`config.mk`:
```
export PLATFORM = sky130hd
export DESIGN_NAME = tmr_unit
export DESIGN_NICKNAME = d
export VERILOG_FILES = /design/src/rtl/tmr_pkg.sv /design/src/rtl/tmr_timebase_cnt.sv /design/src/rtl/tmr_tap_select.sv /design/src/rtl/tmr_pit.sv /design/src/rtl/tmr_unit.sv
export SDC_FILE = /design/constraint.sdc
export NUM_CORES = 1
export LEC_CHECK = 0
export ABC_AREA = 1
export CORE_UTILIZATION = 53
export DETAILED_ROUTE_END_ITERATION = 8
export PLACE_DENSITY = 0.9
export SYNTH_ARGS = -nofsm -noshare
export SYNTH_HDL_FRONTEND = slang
export SYNTH_SLANG_ARGS = --single-unit
```
`constraint.sdc`:
```
create_clock -name clk -period 2 [get_ports clk]
set_input_delay 0.6 -clock clk [delete_from_list [all_inputs] [get_ports clk]]
set_output_delay 0.6 -clock clk [all_outputs]
set_load 0.005 [all_outputs]
```
`src/rtl/tmr_pkg.sv`:
```
package tmr_pkg;

    typedef enum logic [1:0] {
        SEL_CTRL   = 2'd0,
        SEL_STAT   = 2'd1,
        SEL_RELOAD = 2'd2,
        SEL_NONE   = 2'd3
    } reg_sel_e;

    localparam logic [31:0] CTRL_MASK = 32'hFFC0_0000;
    localparam logic [31:0] STAT_MASK = 32'hFC00_0000;

    // control bit positions
    localparam int C_WD_PER   = 30;  // [31:30]
    localparam int C_WD_RST   = 28;  // [29:28]
    localparam int C_WD_IE    = 27;
    localparam int C_PIT_EN   = 26;
    localparam int C_FIT_PER  = 24;  // [25:24]
    localparam int C_FIT_IE   = 23;
    localparam int C_PIT_AR   = 22;

    // status bit positions
    localparam int S_WD_WARN  = 31;
    localparam int S_WD_IRQ   = 30;
    localparam int S_WD_RST   = 28;  // [29:28]
    localparam int S_PIT      = 27;
    localparam int S_FIT      = 26;

    typedef struct packed {
        logic [31:0] ctrl;
        logic [31:0] stat;
        logic [2:0]  rst_req;  // {sys, chip, core}
    } unit_state_t;

endpackage

```
`src/rtl/tmr_timebase_cnt.sv`:
```
module tmr_timebase_cnt #(
    parameter int CNT_W = 29
) (
    input  logic             clk,
    input  logic             rst_n,
    input  logic             tick,
    output logic [CNT_W-1:0] cnt
);
    logic [CNT_W-1:0] cnt_d, cnt_q;

    always_comb begin
        cnt_d = cnt_q;
        if (tick) cnt_d = cnt_q + CNT_W'(1);
    end

    always_ff @(posedge clk or negedge rst_n) begin
        if (!rst_n) cnt_q <= '0;
        else        cnt_q <= cnt_d;
    end

    assign cnt = cnt_q;
endmodule

```
`src/rtl/tmr_tap_select.sv`:
```
module tmr_tap_select #(
    parameter int CNT_W = 29,
    parameter int BASE  = 9,
    parameter int STEP  = 4
) (
    input  logic [CNT_W-1:0] cnt,
    input  logic             tick,
    input  logic [1:0]       sel,
    output logic             hit
);
    function automatic logic [CNT_W-1:0] low_ones(input int n);
        logic [CNT_W-1:0] r;
        for (int b = 0; b < CNT_W; b++) r[b] = (b < n);
        return r;
    endfunction

    logic [3:0] hit_vec;

    for (genvar i = 0; i < 4; i++) begin : g_tap
        localparam logic [CNT_W-1:0] TAP_MASK = low_ones(BASE + STEP * i);
        assign hit_vec[i] = tick && ((cnt & TAP_MASK) == TAP_MASK);
    end

    assign hit = hit_vec[sel];
endmodule

```
`src/rtl/tmr_pit.sv`:
```
module tmr_pit #(
    parameter int W = 32
) (
    input  logic         clk,
    input  logic         rst_n,
    input  logic         tick,
    input  logic         en,
    input  logic         auto_rld,
    input  logic         ld,
    input  logic [W-1:0] ld_val,
    output logic [W-1:0] count,
    output logic         expire
);
    typedef struct packed {
        logic [W-1:0] reload;
        logic [W-1:0] count;
        logic         run;
    } pit_state_t;

    pit_state_t d, q;

    always_comb begin
        d      = q;
        expire = 1'b0;
        if (ld) begin
            d.reload = ld_val;
            d.count  = ld_val;
            d.run    = (ld_val > W'(1));
        end else if (tick && en && q.run) begin
            if (q.count == W'(1)) begin
                expire = 1'b1;
                if (auto_rld) begin
                    d.count = q.reload;
                end else begin
                    d.count = '0;
                    d.run   = 1'b0;
                end
            end else begin
                d.count = q.count - W'(1);
            end
        end
    end

    always_ff @(posedge clk or negedge rst_n) begin
        if (!rst_n) q <= '0;
        else        q <= d;
    end

    assign count = q.count;

    logic [W-1:0] reload_q;
    assign reload_q = q.reload;


    pit_min_reload_chk: assert property (@(posedge clk) disable iff (!rst_n)
        expire |-> (reload_q > W'(1)));


    pit_hold_chk: assert property (@(posedge clk) disable iff (!rst_n)
        (!ld && !en) |=> $stable(count));
endmodule

```
`src/rtl/tmr_unit.sv`:
```
module tmr_unit
    import tmr_pkg::*;
#(
    parameter int FIT_BASE = 9,
    parameter int WDT_BASE = 17,
    parameter int SEL_STEP = 4,
    parameter int RLD_W    = 32
) (
    input  logic             clk,
    input  logic             rst_n,
    input  logic             tick,
    input  logic             wr_en,
    input  logic [1:0]       wr_sel,
    input  logic [31:0]      wr_data,
    output logic [31:0]      ctrl_out,
    output logic [31:0]      stat_out,
    output logic [RLD_W-1:0] pit_count,
    output logic             irq_pit,
    output logic             irq_fit,
    output logic             irq_wdt,
    output logic             req_core_rst,
    output logic             req_chip_rst,
    output logic             req_sys_rst
);
    localparam int TOP_BASE = (FIT_BASE > WDT_BASE) ? FIT_BASE : WDT_BASE;
    localparam int TB_W     = TOP_BASE + 3 * SEL_STEP;

    unit_state_t d, q;

    logic [TB_W-1:0] tb_cnt;
    logic            fit_hit, wd_hit, pit_exp;
    logic            wr_ctrl, wr_stat, wr_rld;

    assign wr_ctrl = wr_en && (reg_sel_e'(wr_sel) == SEL_CTRL);
    assign wr_stat = wr_en && (reg_sel_e'(wr_sel) == SEL_STAT);
    assign wr_rld  = wr_en && (reg_sel_e'(wr_sel) == SEL_RELOAD);

    tmr_timebase_cnt #(.CNT_W(TB_W)) u_tb (
        .clk(clk), .rst_n(rst_n), .tick(tick), .cnt(tb_cnt)
    );

    tmr_tap_select #(.CNT_W(TB_W), .BASE(FIT_BASE), .STEP(SEL_STEP)) u_fit_tap (
        .cnt(tb_cnt), .tick(tick),
        .sel(q.ctrl[C_FIT_PER +: 2]), .hit(fit_hit)
    );

    tmr_tap_select #(.CNT_W(TB_W), .BASE(WDT_BASE), .STEP(SEL_STEP)) u_wd_tap (
        .cnt(tb_cnt), .tick(tick),
        .sel(q.ctrl[C_WD_PER +: 2]), .hit(wd_hit)
    );

    tmr_pit #(.W(RLD_W)) u_pit (
        .clk(clk), .rst_n(rst_n), .tick(tick),
        .en(q.ctrl[C_PIT_EN]), .auto_rld(q.ctrl[C_PIT_AR]),
        .ld(wr_rld), .ld_val(wr_data[RLD_W-1:0]),
        .count(pit_count), .expire(pit_exp)
    );

    logic [31:0] stat_w;

    always_comb begin
        d         = q;
        d.rst_req = '0;
        if (wr_ctrl) d.ctrl = wr_data & CTRL_MASK;

        stat_w = q.stat & ~(wr_stat ? (wr_data & STAT_MASK) : 32'h0);
        if (fit_hit) stat_w[S_FIT] = 1'b1;
        if (pit_exp) stat_w[S_PIT] = 1'b1;
        if (wd_hit) begin
            if (!stat_w[S_WD_WARN]) begin
                stat_w[S_WD_WARN] = 1'b1;
            end else if (!stat_w[S_WD_IRQ]) begin
                stat_w[S_WD_IRQ] = 1'b1;
            end else begin
                stat_w[S_WD_RST +: 2] = q.ctrl[C_WD_RST +: 2];
                case (q.ctrl[C_WD_RST +: 2])
                    2'd1:    d.rst_req = 3'b001;
                    2'd2:    d.rst_req = 3'b010;
                    2'd3:    d.rst_req = 3'b100;
                    default: d.rst_req = 3'b000;
                endcase
            end
        end
        d.stat = stat_w;
    end

    always_ff @(posedge clk or negedge rst_n) begin
        if (!rst_n) q <= '0;
        else        q <= d;
    end

    assign ctrl_out     = q.ctrl;
    assign stat_out     = q.stat;
    assign irq_pit      = q.stat[S_PIT]    & q.ctrl[C_PIT_EN];
    assign irq_fit      = q.stat[S_FIT]    & q.ctrl[C_FIT_IE];
    assign irq_wdt      = q.stat[S_WD_IRQ] & q.ctrl[C_WD_IE];
    assign req_core_rst = q.rst_req[0];
    assign req_chip_rst = q.rst_req[1];
    assign req_sys_rst  = q.rst_req[2];


    wd_stage_order_chk: assert property (@(posedge clk) disable iff (!rst_n)
        $rose(stat_out[S_WD_IRQ]) |-> $past(stat_out[S_WD_WARN]));


    rst_after_final_chk: assert property (@(posedge clk) disable iff (!rst_n)
        (req_core_rst || req_chip_rst || req_sys_rst)
            |-> $past(stat_out[S_WD_WARN] && stat_out[S_WD_IRQ]));


    sys_type_copy_chk: assert property (@(posedge clk) disable iff (!rst_n)
        req_sys_rst |-> (stat_out[S_WD_RST +: 2] == 2'd3));


    rst_onehot_chk: assert property (@(posedge clk) disable iff (!rst_n)
        $onehot0({req_core_rst, req_chip_rst, req_sys_rst}));
endmodule

```
==> impl_metrics.tcl <==
set metrics [dict create \
    setup_slack_ns -0.03282 \
    yosys.cell_count.top_type "nand2_1" \
    period_minus_slack_ns 2.033 \
    pwr-share-clk 0.289 \
    grt_start_max_net_pins 41 \
    drive_above_1_share 0.2035 \
    p_int_mw 6.279 \
    cp.required_ns 2.31 \
    synthSimpleGateAreaFrac 0.3297 \
    finClkSkew_ns 0.007071 \
    fin_crit_sh 1.016 \
    tns_ns -0.04975 \
    multi_input_area_sq_um 3612 \
    num_vias 7776 \
    synth_top_family_by_area "simple AND/OR/NAND/NOR gates" \
    p_switching_mw 3.459 \
    hp-class "in2async" \
    status "finished, violations left" \
    firstDrtPassIters 7 \
    synth_seq_cells 113 \
    arrival_ns 2.34 \
    grt_pass1_wl_um 35730 \
    syn-cell-area_sq_um 7476 \
    root_buffer "clkbuf_16" \
    syn_area_per_cell_sq_um 7.134 \
    synthXorXnorAreaFrac 0.03866 \
    die_area_sq_um 14580 \
    synth-compound-area-share 0.05690 \
    syn2layout_area_growth_pct 29.22 \
    async_reset_ff_frac 1.000 \
    swShare 0.3552 \
    postLayoutCellArea_sq_um 9661 \
    synth_top_area_frac 0.3782 \
    antenna_found_initial 0 \
    r2r_cells 13 \
    yosysUniqueCellTypes 40 \
    fillers 942 \
    synthTopCellsByArea "dfrtp_1 38%, nand2_1 13%, buf_4 8.4%" \
    drc_errors 0 \
    finalWeightedCongestion 0.9679 \
    synth_edf_count 0 \
    tightest_slew_ns 0.5359 \
    clock-sinks 113 \
    cts_max_path_buffers 2 \
    num_antenna_cells 0 \
    seq_area_sq_um 2856 \
    yosysSeqAreaShare 0.3782 \
    end_kind "flip-flop" \
    tritoncts "done" \
    htree_levels 4 \
    rows 43 \
    regToRegEndpoint "u_pit.count[13]" \
    power_leakage_nw 5.033 \
    rr_startpoint "u_pit.count[22]" \
    maxCapViolCount 0 \
    yosys_most_used_dff "dfrtp_1" \
    overflow 0 \
    peakVddDrop_uv 616.9 \
    io_buffer_count 91 \
    initial_core_util 0.5407 \
    pwr-share-seq 0.359 \
    cp_max_fo 13 \
    synth_top_cells_by_count "262 x nand2_1, 160 x inv_1, 127 x nor2_1, 113 x dfrtp_1, 84 x buf_4" \
    cts_made_buffers 17 \
    die_w_um 120.8 \
    cts.hold.buffers_added 0 \
    synth_mux_area_frac 0.001506 \
    io_pins 140 \
    critical_path_class "reg2reg" \
    relSlewSlack 0.6427 \
    clkLatencyLatePin_ns 0.41 \
    finalNetCount 1246 \
    die_h_um 120.8 \
    report.final.setup_viol 2 \
    clk_pin_slew_ns 0.05 \
    first_global_vias 7133 \
    finalHoldViolCount 0 \
    netlist_instances 1048 \
    wire_per_inst_um 17.19 \
    rsz0062_at_grt "true" \
    ys_warn_count 0 \
    critPathLaunchType "flip-flop" \
    finalWirelength_um 23970 \
    violations "setup timing" \
    cp-endpoint "u_pit.count[13]" \
    dpl.hpwl_um 14620 \
    powerDensity_nw_per_um2 1008 \
    core_area_sq_um 13830 \
    startpoint "u_pit.count[22]" \
    grt_use_total 0.3197 \
    drtIter0Drc 997 \
    synth_top_cell_by_area "dfrtp_1" \
    rrSetupSlack_ns -0.03 \
    yosys.area_share.adder 0.008368 \
    vias_per_cell 5.578 \
    max_freq_mhz 491.9 \
    comb_power_share 0.352 \
    slew_violations 0 \
    ant_nets 0 \
    post_dp_cell_area_sq_um 8631 \
]
==> worst max-delay path, stage by stage, from the launching register on <==
cell	delay (ns)
dfrtp_2	0.46
nor2_4	0.16
nand2_4	0.12
nor2_4	0.19
nand2_1	0.12
nor2_4	0.15
buf_4	0.14
nor2_4	0.04
buf_12	0.14
buf_4	0.14
nand2_1	0.07
nand3_2	0.07
nand2_1	0.06
inv_1	0.04
==> power by group through the flow <==
stage	clock, mW	combinational [mW]	sequential, mW
final	2.81	3.43	3.50
after global routing	2.91	3.75	3.54
after CTS	2.81	3.08	3.43
after global placement	0	2.86	3.41
after floorplan	0	1.97	3.28
after detailed placement	0	2.96	3.43
==> metal layers <==
metal	wire [um]	vias up	global-route usage
met3	2582	159	0.09953
li1	-	3393	-
met4	1402	0	0.1914
met1	8957	3585	0.3998
met2	11020	639	0.4846
met5	0	-	0
==> sequential cells by signal, indices dropped and copies added, names as in the netlist <==
name	cells
u_pit.reload_q	32
req_core_rst	1
ctrl_out	10
req_sys_rst	1
u_tb.cnt	29
req_chip_rst	1
u_pit.q	1
stat_out	6
u_pit.count	32
==> metrics by stage <==
step | utilization | std cells | power, mW | setup slack (ns) | hold slack (ns)
floorplan | - | 1095 | 5.243 | 0.3348 | 0.3044
global placement | 0.6242 | 1331 | 6.274 | -0.2943 | 0.4551
detailed placement | 0.6242 | 1331 | 6.383 | -0.3950 | 0.4633
CTS | 0.6695 | 1367 | 9.318 | 0.001233 | 0.1630
global route | 0.6987 | 1394 | 10.21 | -0.1254 | 0.1981
finish | 0.6987 | 1394 | 9.738 | -0.03282 | 0.1638
==> layout by cell type, fill, tap and decap left out, drive strengths merged, types with 3 or more instances in the layout <==
master and n:
clkdlybuf4s50 76, nor4 5, o21ai 65, nand2 279
clkinv 6, a21oi 14, nand3b 3, or2 6
ha 5, dlymetal6s2s 9, nand3 56, xor2 25
clkbuf 24, dlygate4sd2 5, xnor2 8, dfrtp 113
nor2 153, inv 164, nand4 28, nor3 9
buf 105, conb 48
==> how the worst min path moves through the flow <==
stage          cells after the start  slack (ns)               to
2_1_floorplan                      0        0.30     ctrl_out[22]
6_report                           1        0.16  u_pit.count[11]
5_1_grt                            1        0.20  u_pit.count[11]
3_5_place_dp                       1        0.46     u_tb.cnt[28]
4_1_cts                            1        0.16  u_pit.count[11]
3_3_place_gp                       2        0.46     u_tb.cnt[27]
==> logic make-up after synthesis <==
logic type      Yosys count
other cells               1
fa+ha+maj                 5
compound gates           83
simple gates            539
buf+inv                 273
mux                       1
xor+xnor                 33
flops                   113
==> what timing repair did <==
action | 4_1_cts | 5_1_grt
buffers inserted | 5 | 27
setup endpoints to repair | 28 | 62
gates resized for setup | 27 | 59
pin swaps | 0 | 14
gates cloned | 1 | 0
==> layout make-up <==
type                            instances  area share
Clock buffer                           24     0.04986
Clock inverter                          6    0.005958
Inverter                              166     0.06502
Multi-Input combinational cell        710      0.3739
Sequential cell                       113      0.2957
Tap cell                              180     0.02331
Timing Repair Buffer                  195      0.1862
(Power assumes the default switching activity.)
